### src/rtl/ht_alloc_pkg.sv
// Package: shared constants and the resource-kind numbering used on the
// need and release masks. Assumes exactly two hardware threads.
package ht_alloc_pkg;
    localparam int NUM_THR   = 2;
    localparam int NUM_POOLS = 4;

    // Bit position of each resource kind in need/release masks.
    typedef enum int {
        POOL_ROB = 0,
        POOL_REG = 1,
        POOL_LD  = 2,
        POOL_ST  = 3
    } pool_e;
endpackage

### src/rtl/ht_alloc_pool.sv
// Module: occupancy and index bookkeeping for one resource pool shared by
// two threads. Each thread owns a ring of slots starting at t*SIZE/2; its cap
// is SIZE/2, or SIZE when solo[t] is set. Assumes solo mode only changes while
// the partner holds nothing of this pool, and that release order matches
// allocation order (retirement is in program order).
module ht_alloc_pool #(
    parameter int SIZE  = 126,
    parameter int IDX_W = 7
) (
    input  logic             clk,
    input  logic             rst_n,
    input  logic [1:0]       solo,
    input  logic [1:0]       need,
    input  logic             alloc_en,
    input  logic             alloc_tid,
    input  logic             rel_en,
    input  logic             rel_tid,
    output logic [1:0]       room,
    output logic [IDX_W-1:0] idx,
    output logic             err
);
    localparam int HALF = SIZE / 2;
    localparam int CW   = $clog2(SIZE + 1);

    logic [CW-1:0] cnt_q [2];
    logic [CW-1:0] ptr_q [2];
    logic [CW-1:0] cap   [2];
    logic [1:0]    inc;
    logic [1:0]    dec;
    logic [CW:0]   raw_sum;
    logic [CW:0]   slot;
    logic          err_q;

    // Per-thread cap, room check and counter step enables.
    always_comb begin
        for (int t = 0; t < 2; t++) begin
            cap[t]  = solo[t] ? CW'(SIZE) : CW'(HALF);
            room[t] = !need[t] || (cnt_q[t] < cap[t]);
            inc[t]  = alloc_en && (alloc_tid == 1'(t));
            dec[t]  = rel_en && (rel_tid == 1'(t)) && (cnt_q[t] != '0);
        end
    end

    // Slot index of the allocating thread: partition base plus ring position.
    always_comb begin
        raw_sum = {1'b0, ptr_q[alloc_tid]} + (alloc_tid ? (CW+1)'(HALF) : '0);
        slot    = (raw_sum >= (CW+1)'(SIZE)) ? raw_sum - (CW+1)'(SIZE) : raw_sum;
        idx     = IDX_W'(slot);
    end

    // Occupancy counters, ring pointers and the underflow pulse.
    always_ff @(posedge clk) begin
        if (!rst_n) begin
            for (int t = 0; t < 2; t++) begin
                cnt_q[t] <= '0;
                ptr_q[t] <= '0;
            end
            err_q <= 1'b0;
        end else begin
            for (int t = 0; t < 2; t++) begin
                cnt_q[t] <= cnt_q[t] + CW'(inc[t]) - CW'(dec[t]);
                if (inc[t]) begin
                    ptr_q[t] <= (ptr_q[t] == cap[t] - 1'b1) ? '0 : ptr_q[t] + 1'b1;
                end
            end
            err_q <= rel_en && (cnt_q[rel_tid] == '0);
        end
    end

    assign err = err_q;

    // Checks per thread on counter movement.
    for (genvar t = 0; t < 2; t++) begin : g_chk
        assert_alloc_room_R4: assert property (@(posedge clk) disable iff (!rst_n)
            (alloc_en && alloc_tid == 1'(t)) |-> (cnt_q[t] < cap[t]));
        assert_release_R7: assert property (@(posedge clk) disable iff (!rst_n)
            (rel_en && rel_tid == 1'(t) && cnt_q[t] != '0 && !(alloc_en && alloc_tid == 1'(t)))
            |=> (cnt_q[t] == $past(cnt_q[t]) - 1'b1));
        assert_no_underflow_R8: assert property (@(posedge clk) disable iff (!rst_n)
            (rel_en && rel_tid == 1'(t) && cnt_q[t] == '0) |=> (err && cnt_q[t] == $past(cnt_q[t])));
    end

    assert_pool_total_R9: assert property (@(posedge clk) disable iff (!rst_n)
        ({1'b0, cnt_q[0]} + {1'b0, cnt_q[1]}) <= (CW+1)'(SIZE));
endmodule

### src/rtl/ht_alloc_arb.sv
// Module: two-thread selector. Grants one eligible thread per cycle,
// alternating while both are eligible; a lone eligible thread is served every
// cycle. Assumes req already excludes halted threads.
module ht_alloc_arb (
    input  logic       clk,
    input  logic       rst_n,
    input  logic [1:0] req,
    input  logic [1:0] fit,
    output logic [1:0] grant,
    output logic       sel,
    output logic [1:0] stall
);
    logic [1:0] elig;
    logic       last_q;

    // Grant selection from eligibility and the last-served thread.
    always_comb begin
        elig  = req & fit;
        stall = req & ~fit;
        if (elig == 2'b11) begin
            grant = last_q ? 2'b01 : 2'b10;
        end else begin
            grant = elig;
        end
        sel = grant[1];
    end

    // Remember the thread served most recently; reset favours thread 0 next.
    always_ff @(posedge clk) begin
        if (!rst_n) begin
            last_q <= 1'b1;
        end else if (grant != 2'b00) begin
            last_q <= grant[1];
        end
    end

    assert_onehot_grant_R2: assert property (@(posedge clk) disable iff (!rst_n)
        $onehot0(grant));
    assert_alternate_t0_R2: assert property (@(posedge clk) disable iff (!rst_n)
        (elig == 2'b11 && $past(rst_n) && $past(grant) == 2'b01) |-> (grant == 2'b10));
    assert_alternate_t1_R2: assert property (@(posedge clk) disable iff (!rst_n)
        (elig == 2'b11 && $past(rst_n) && $past(grant) == 2'b10) |-> (grant == 2'b01));
endmodule

### src/rtl/ht_res_alloc.sv
// Module: top of the two-thread resource allocator. Combines one pool
// instance per resource kind with the thread selector; a thread fits only if
// every kind it needs has room in its share. Assumes the need masks are
// stable while uop_valid is held and solo_cfg changes only when idle.
module ht_res_alloc #(
    parameter int ROB_SIZE = 126,
    parameter int REG_SIZE = 128,
    parameter int LD_SIZE  = 48,
    parameter int ST_SIZE  = 24,
    parameter int IDX_W    = $clog2(ROB_SIZE > REG_SIZE ? ROB_SIZE : REG_SIZE)
) (
    input  logic             clk,
    input  logic             rst_n,
    input  logic [1:0]       uop_valid,
    input  logic [3:0]       uop0_need,
    input  logic [3:0]       uop1_need,
    input  logic [1:0]       thr_halt,
    input  logic             solo_cfg,
    input  logic             rel_valid,
    input  logic             rel_tid,
    input  logic [3:0]       rel_mask,
    output logic [1:0]       uop_ready,
    output logic [1:0]       uop_stall,
    output logic             alloc_valid,
    output logic             alloc_tid,
    output logic [IDX_W-1:0] alloc_rob_idx,
    output logic [IDX_W-1:0] alloc_reg_idx,
    output logic [IDX_W-1:0] alloc_ld_idx,
    output logic [IDX_W-1:0] alloc_st_idx,
    output logic [3:0]       rel_err
);
    import ht_alloc_pkg::*;

    function automatic int pool_size(input int k);
        case (k)
            POOL_ROB: return ROB_SIZE;
            POOL_REG: return REG_SIZE;
            POOL_LD:  return LD_SIZE;
            default:  return ST_SIZE;
        endcase
    endfunction

    logic [1:0]       req;
    logic [1:0]       fit;
    logic [1:0]       grant;
    logic             sel;
    logic [1:0]       solo;
    logic [3:0]       sel_need;
    logic [1:0]       room_all [NUM_POOLS];
    logic [IDX_W-1:0] idx_all  [NUM_POOLS];

    // Request and solo qualification per thread.
    always_comb begin
        req     = uop_valid & ~thr_halt;
        solo[0] = solo_cfg && thr_halt[1];
        solo[1] = solo_cfg && thr_halt[0];
    end

    // A thread fits only when all needed kinds have room.
    always_comb begin
        fit = 2'b11;
        for (int k = 0; k < NUM_POOLS; k++) begin
            fit = fit & room_all[k];
        end
    end

    ht_alloc_arb arb_i (
        .clk   (clk),
        .rst_n (rst_n),
        .req   (req),
        .fit   (fit),
        .grant (grant),
        .sel   (sel),
        .stall (uop_stall)
    );

    assign sel_need = sel ? uop1_need : uop0_need;

    for (genvar k = 0; k < NUM_POOLS; k++) begin : g_pool
        ht_alloc_pool #(
            .SIZE  (pool_size(k)),
            .IDX_W (IDX_W)
        ) pool_i (
            .clk       (clk),
            .rst_n     (rst_n),
            .solo      (solo),
            .need      ({uop1_need[k], uop0_need[k]}),
            .alloc_en  ((grant != 2'b00) && sel_need[k]),
            .alloc_tid (sel),
            .rel_en    (rel_valid && rel_mask[k]),
            .rel_tid   (rel_tid),
            .room      (room_all[k]),
            .idx       (idx_all[k]),
            .err       (rel_err[k])
        );
    end

    // Drive the allocation result ports.
    always_comb begin
        uop_ready     = grant;
        alloc_valid   = (grant != 2'b00);
        alloc_tid     = sel;
        alloc_rob_idx = idx_all[POOL_ROB];
        alloc_reg_idx = idx_all[POOL_REG];
        alloc_ld_idx  = idx_all[POOL_LD];
        alloc_st_idx  = idx_all[POOL_ST];
    end

    assert_halt_blocks_R3: assert property (@(posedge clk) disable iff (!rst_n)
        (uop_ready & thr_halt) == 2'b00);
    assert_stall_no_grant_R4: assert property (@(posedge clk) disable iff (!rst_n)
        (uop_ready & uop_stall) == 2'b00);
endmodule

### config.mk
export PLATFORM = sky130hd
export DESIGN_NAME = ht_res_alloc
export DESIGN_NICKNAME = d
export VERILOG_FILES = /design/src/rtl/ht_alloc_pkg.sv /design/src/rtl/ht_alloc_pool.sv /design/src/rtl/ht_alloc_arb.sv /design/src/rtl/ht_res_alloc.sv
export SDC_FILE = /design/constraint.sdc
export NUM_CORES = 1
export LEC_CHECK = 0
export ABC_CLOCK_PERIOD_IN_PS = 9750
export BUFFER_PORTS_ARGS = -buffer_cell sky130_fd_sc_hd__buf_4
export CORE_ASPECT_RATIO = 0.75
export CORE_MARGIN = 2
export CORE_UTILIZATION = 62
export DETAILED_ROUTE_END_ITERATION = 8
export PLACE_DENSITY = 0.78
export REMOVE_ABC_BUFFERS = 1
export SLEW_MARGIN = 40
export SYNTH_ARGS = -nofsm -noshare
export SYNTH_HDL_FRONTEND = slang
export SYNTH_SLANG_ARGS = --single-unit
### constraint.sdc
create_clock -name clk -period 9.75 [get_ports clk]
set_input_delay 1.95 -clock clk [delete_from_list [all_inputs] [get_ports clk]]
set_output_delay 1.95 -clock clk [all_outputs]
set_load 0.005 [all_outputs]
==> impl_metrics.yaml, run 1 <==
outcome:
  status: "finished, final reports clean"
die:
  coreArea_um2: 12800
  fp.dieH_um: 103
  pin_count: 59
  initial_core_util_pct: 62.7
  dieWidth_um: 136
  rows: 36
  die_area_um2: 13900
layout:
  finalNetCount: 1073
  n_antenna_cell: 0
  drive_gt1_share_pct: 9.75
  syn_to_final_growth_pct: 9.64
power_and_ir_drop:
  p_per_area_nw_per_um2: 237
  ir_worst_vdd_mv: 0.149
  leakage_uw: 0.00381
timing:
  tightest_slew_ps: 694
  slew_viol_final: 0
  setup_viol: 0
  rsz0062_at_grt: "no"
  period_share_pct: 87.3
  fmax_ghz: 0.118
  finalCriticalPeriod_ps: 8510
  finalHoldViolCount: 0
  setup_slack_ps: 1240
  slew_headroom_pct: 53.4
  tns_ps: 0
  finClkSkew_ps: 8.34
place:
  io_buffers: 57
  pre_cts_slack_ps: 1320
  gp_congestion: 0.902
  post-dp-hpwl_um: 12900
logic_synthesis:
  yosysMostFrequentCell: "ha_1"
  synthArstFlopShare_pct: 0
  synth_area_um2: 8050
  synth.area.top_cells: "edfxtp_1, ha_1, dfxtp_1"
  synth_ff_type: "dfxtp_1"
  synth_cells: 915
  synth_seq_cells: 109
  synth_warnings: 0
  ys_top_cells_by_count: "ha_1, inv_1, nand2_1, nor2_1, dfxtp_1"
  syn_avg_cell_area_um2: 8.79
  yosysTopAreaCell: "edfxtp_1"
  yosys.area.top_type_share_pct: 19.4
  synth_edf_count: 52
  synth-seq-area-share_pct: 33.6
  synth_cell_types: 72
worst_setup_path:
  worst_setup_path_start_kind: "primary input"
  rr_startpoint: "g_pool[0].pool_i.cnt_q[1][1]"
  cp_cell_sequence: "buf_4, and2_1, inv_1, ha_1, and3_1, a222oi_1, nand4_2, o211ai_4, inv_4, and2_1, ha_1, or4b_2, a21oi_1, o21a_1, a21o_1, a22oi_1, o21ai_2, mux2_1, buf_4"
  cp_slowest_cell: "or4b_2"
  cp.required_ps: 7800
  crit_fanout: 12
  cp_top_family: "compound AO/OA/AOI/OAI gates"
  crit_path_max_incr_delay_ps: 650
  crit_cells: 19
  endpoint_kind: "output port"
  timing.setup.critical_path_class: "in -> out"
  crit_arrival_ps: 6560
  worst_r2r_endpoint: "g_pool[2].pool_i.cnt_q[1][4]"
  setup.worst_path.start: "solo_cfg"
  r2r_cells: 16
  rrSetupSlack_ps: 5780
  worst-path-buf-inv: 4
  crit_end: "alloc_rob_idx[2]"
cts:
  postCtsSetupBuffers: 0
  htreeDepth: 3
  cts_buffer_depth: 2
  path_clk_slew_ps: 70
  cts_hold_buf: 0
  cts_sinks: 109
  cts_resized: 0
  numCtsBuffers: 9
  clk-insertion-delay-late_ps: 350
  cts_tree: "yes"
  cts_root_buffer: "clkbuf_16"
grt:
  grt_start_max_net_pins: 72
  track_usage_pct: 26.1
  grt_pass1_wl_um: 28900
  grt_antenna_before_repair: 0
  grt_pass1_vias: 6033
  overflow: 0
worst_hold_path:
  holdCritPathClass: "reg -> reg"
  whs_path_depth: 1
drt:
  viasPerCell: 5.69
  drcViolationCount: 0
  routed-via-count: 6406
  wirelength_um: 17200
  ant_nets: 0
  initialDrtViolationCount: 587
  wire_per_inst_um: 15.3
  firstDrtPassIters: 5
job:
  cap_violations: 0
==> per-layer routing <==
| metal | GRT usage (%) | share of wire [%] |
|---|---|---|
| met5 | 0 | 0 |
| met4 | 6.89 | 1.3 |
| met3 | 4.47 | 5.8 |
| met2 | 40.9 | 44 |
| met1 | 37.6 | 49 |
==> worst register-to-register path: cells and delay by family (launching register included) <==
kind                     cells  cell delay [ps]
adder cells (fa/ha/maj)      4             1170
AO/OA/AOI/OAI                4              720
flip-flops                   1              370
buffers and inverters        3              460
AND/OR/NAND/NOR              5             1150
==> layout by cell type (no fill, tap or decap), types with 5 or more instances in the layout <==
cell,n
buf_4,59
nand2_1,80
or3_1,13
and3_1,25
ha_1,95
o21a_1,5
inv_1,86
dfxtp_1,57
clkbuf_16,9
nand3_1,48
nor4_1,7
xnor2_1,29
a21o_1,13
nor2_1,65
nand2b_1,12
and2_1,43
a21oi_1,40
fa_1,8
nor3_1,32
edfxtp_1,52
a31oi_1,7
nor2b_1,14
nor3b_1,8
xor2_1,44
o21ai_0,30
==> power by group <==
part / internal [uW] / switching (uW)
registers: 591 / 111
clock network: 201 / 170
logic: 491 / 523
total: 1280 / 804
==> cell type report <==
type                       instances  area, um^2
timing repair buffer              59         443
clock buffer                      11         233
inverter                          88         333
clock inverter                     5        60.1
fill                            1058        4020
multi-input combinational        682        4840
sequential                       109        2700
tap                              171         214
==> flip-flops by register name, indices dropped and copies added (netlist names) <==
name / count
arb_i.last_q: 1
g_pool.pool_i.cnt_q: 52
g_pool.pool_i.err: 4
g_pool.pool_i.ptr_q: 52
==> through the flow <==
stage / cells / total power [uW] / hold slack, ps / util, % / cell area [um^2]
after CTS: 1125 / 2090 / 508 / 68.7 / 8820
after global routing: 1125 / 2280 / 520 / 68.7 / 8820
after floorplan: 879 / 1450 / 466 / - / 7870
final: 1125 / 2090 / 503 / 68.7 / 8820
after detailed placement: 1109 / 1710 / 495 / 66.4 / 8520
after global placement: 1109 / 1680 / 491 / 66.4 / 8520
==> kinds of logic after synthesis <==
| logic type | Yosys count | synth area share, % |
|---|---|---|
| fa+ha+maj | 103 | 16.8 |
| xor+xnor | 73 | 7.95 |
| compound gates | 135 | 11.2 |
| mux | 7 | 0.964 |
| buf+inv | 124 | 6.36 |
| simple gates | 363 | 23.1 |
| other cells | 1 | 0.0466 |
| flops | 109 | 33.6 |
==> worst min-delay path by stage <==
stage | from | end | slack [ps]
2_1_floorplan | arb_i.last_q | arb_i.last_q | 470
3_5_place_dp | arb_i.last_q | arb_i.last_q | 500
6_report | arb_i.last_q | arb_i.last_q | 500
3_3_place_gp | arb_i.last_q | arb_i.last_q | 490
5_1_grt | arb_i.last_q | arb_i.last_q | 520
4_1_cts | arb_i.last_q | arb_i.last_q | 510
No activity file was read; power rests on OpenSTA's default activity.
==> run 2, diff against run 1 <==
- CORE_ASPECT_RATIO: 0.75 -> 0.8
==> impl_metrics.yaml, run 2 (synthesis gave the netlist of run 1 again) <==
drt:
  viasPerCell: 5.56
  initialDrtViolationCount: 440
  ant_nets: 0
  routed-via-count: 6279
  wirelength_um: 16800
  wire_per_inst_um: 14.9
  drcViolationCount: 0
  firstDrtPassIters: 5
layout:
  design_area_um2: 8830
  finalNetCount: 1073
  nFillCells: 1031
  drive_gt1_share_pct: 9.85
  syn_to_final_growth_pct: 9.80
  mostFrequentLayoutCells: "ha_1, inv_1, nand2_1"
  n_antenna_cell: 0
  final_common_cell: "ha_1"
cts:
  postCtsSetupBuffers: 0
  cts_tree: "yes"
  clk-insertion-delay-late_ps: 370
  cts_resized: 0
  numCtsBuffers: 9
  cts_root_buffer: "clkbuf_16"
  cts_hold_buf: 0
  path_clk_slew_ps: 80
  htreeDepth: 3
  cts_sinks: 109
  cts_buffer_depth: 2
worst_setup_path:
  cp.required_ps: 7800
  crit_arrival_ps: 6580
  crit_fanout: 12
  worst_setup_path_start_kind: "primary input"
  setup.worst_path.start: "solo_cfg"
  r2r_cells: 18
  timing.setup.critical_path_class: "in -> out"
  endpoint_kind: "output port"
  rr_startpoint: "g_pool[0].pool_i.cnt_q[1][1]"
timing:
  slew_headroom_pct: 46.2
  period_share_pct: 87.5
  fmax_ghz: 0.117
  finalCriticalPeriod_ps: 8530
  finClkSkew_ps: 10.0
  tns_ps: 0
  rsz0062_at_grt: "no"
  tightest_slew_ps: 800
  finalHoldViolCount: 0
  slew_viol_final: 0
  setup_viol: 0
power_and_ir_drop:
  leakage_uw: 0.00381
  ir_worst_vdd_mv: 0.189
  p_per_area_nw_per_um2: 237
  p_total_uw: 2090
place:
  io_buffers: 57
  gp_congestion: 0.865
  dpl-instance-area_um2: 8530
  post-dp-hpwl_um: 12700
worst_hold_path:
  holdCritPathClass: "reg -> reg"
  whs_path_depth: 1
  hold_start: "arb_i.last_q"
die:
  coreArea_um2: 12800
  die_area_um2: 13900
  fp.dieH_um: 106
  pin_count: 59
  dieWidth_um: 131
  rows: 37
  initial_core_util_pct: 63.0
job:
  cap_violations: 0
grt:
  overflow: 0
  track_usage_pct: 25.1
  grt_start_max_net_pins: 72
  grt_pass1_vias: 5907
  grt_pass1_wl_um: 28500
  grt_antenna_before_repair: 0
outcome:
  status: "finished, final reports clean"
## run 2: metal layers
metal | up-vias | wire length (um) | GRT usage, %
met1 | 2911 | 8240 | 35.6
met4 | 0 | 186 | 6.06
li1 | 3204 | - | -
met3 | 18 | 957 | 5.53
met2 | 146 | 7460 | 39.4
met5 | - | 0 | 0
## run 2: layout make-up
class,instances,area (um^2),share of cell area [%]
repair buffers,59,443,5.01
well taps,175,219,2.48
flip-flops and latches,109,2700,30.6
multi-input cells,682,4830,54.7
clock inverters,7,80.1,0.906
clock buffers,9,225,2.55
inverters,88,333,3.77
## run 2: final timing paths
check / slack, ps / endpoint
setup / recovery: 1220 / alloc_rob_idx[2]
hold / removal: 520 / arb_i.last_q
setup reg to reg: 5840 / g_pool[0].pool_i.cnt_q[1][6]
hold reg to reg: 520 / arb_i.last_q
## run 2: worst max-delay path, stage by stage
cell and delay, ps:
buf_4 120, and2_1 270, inv_1 230, ha_1 330, and3_1 140, a222oi_1 420
nand4_2 290, o211ai_4 300, inv_4 40, and2_1 170, ha_1 300, or4b_2 650
a21oi_1 170, o21a_1 200, a21o_1 140, a22oi_1 120, o21ai_2 250, mux2_1 350
buf_4 140
## run 2: where the power goes
part           internal (uW)  switching [uW]  leakage [uW]
clock network            203             184      0.000143
registers                591             114       0.00101
logic                    488             509       0.00266
total                   1280             807       0.00381
## run 2: stage by stage
step                worst slack, ps  utilization [%]  hold WS [ps]  cells
floorplan                      1400                -           466    879
global placement               1420             66.8           494   1113
detailed placement             1280             66.8           492   1113
CTS                            1260             69.1           529   1129
global route                    888             69.1           546   1129
finish                         1220             69.1           523   1129
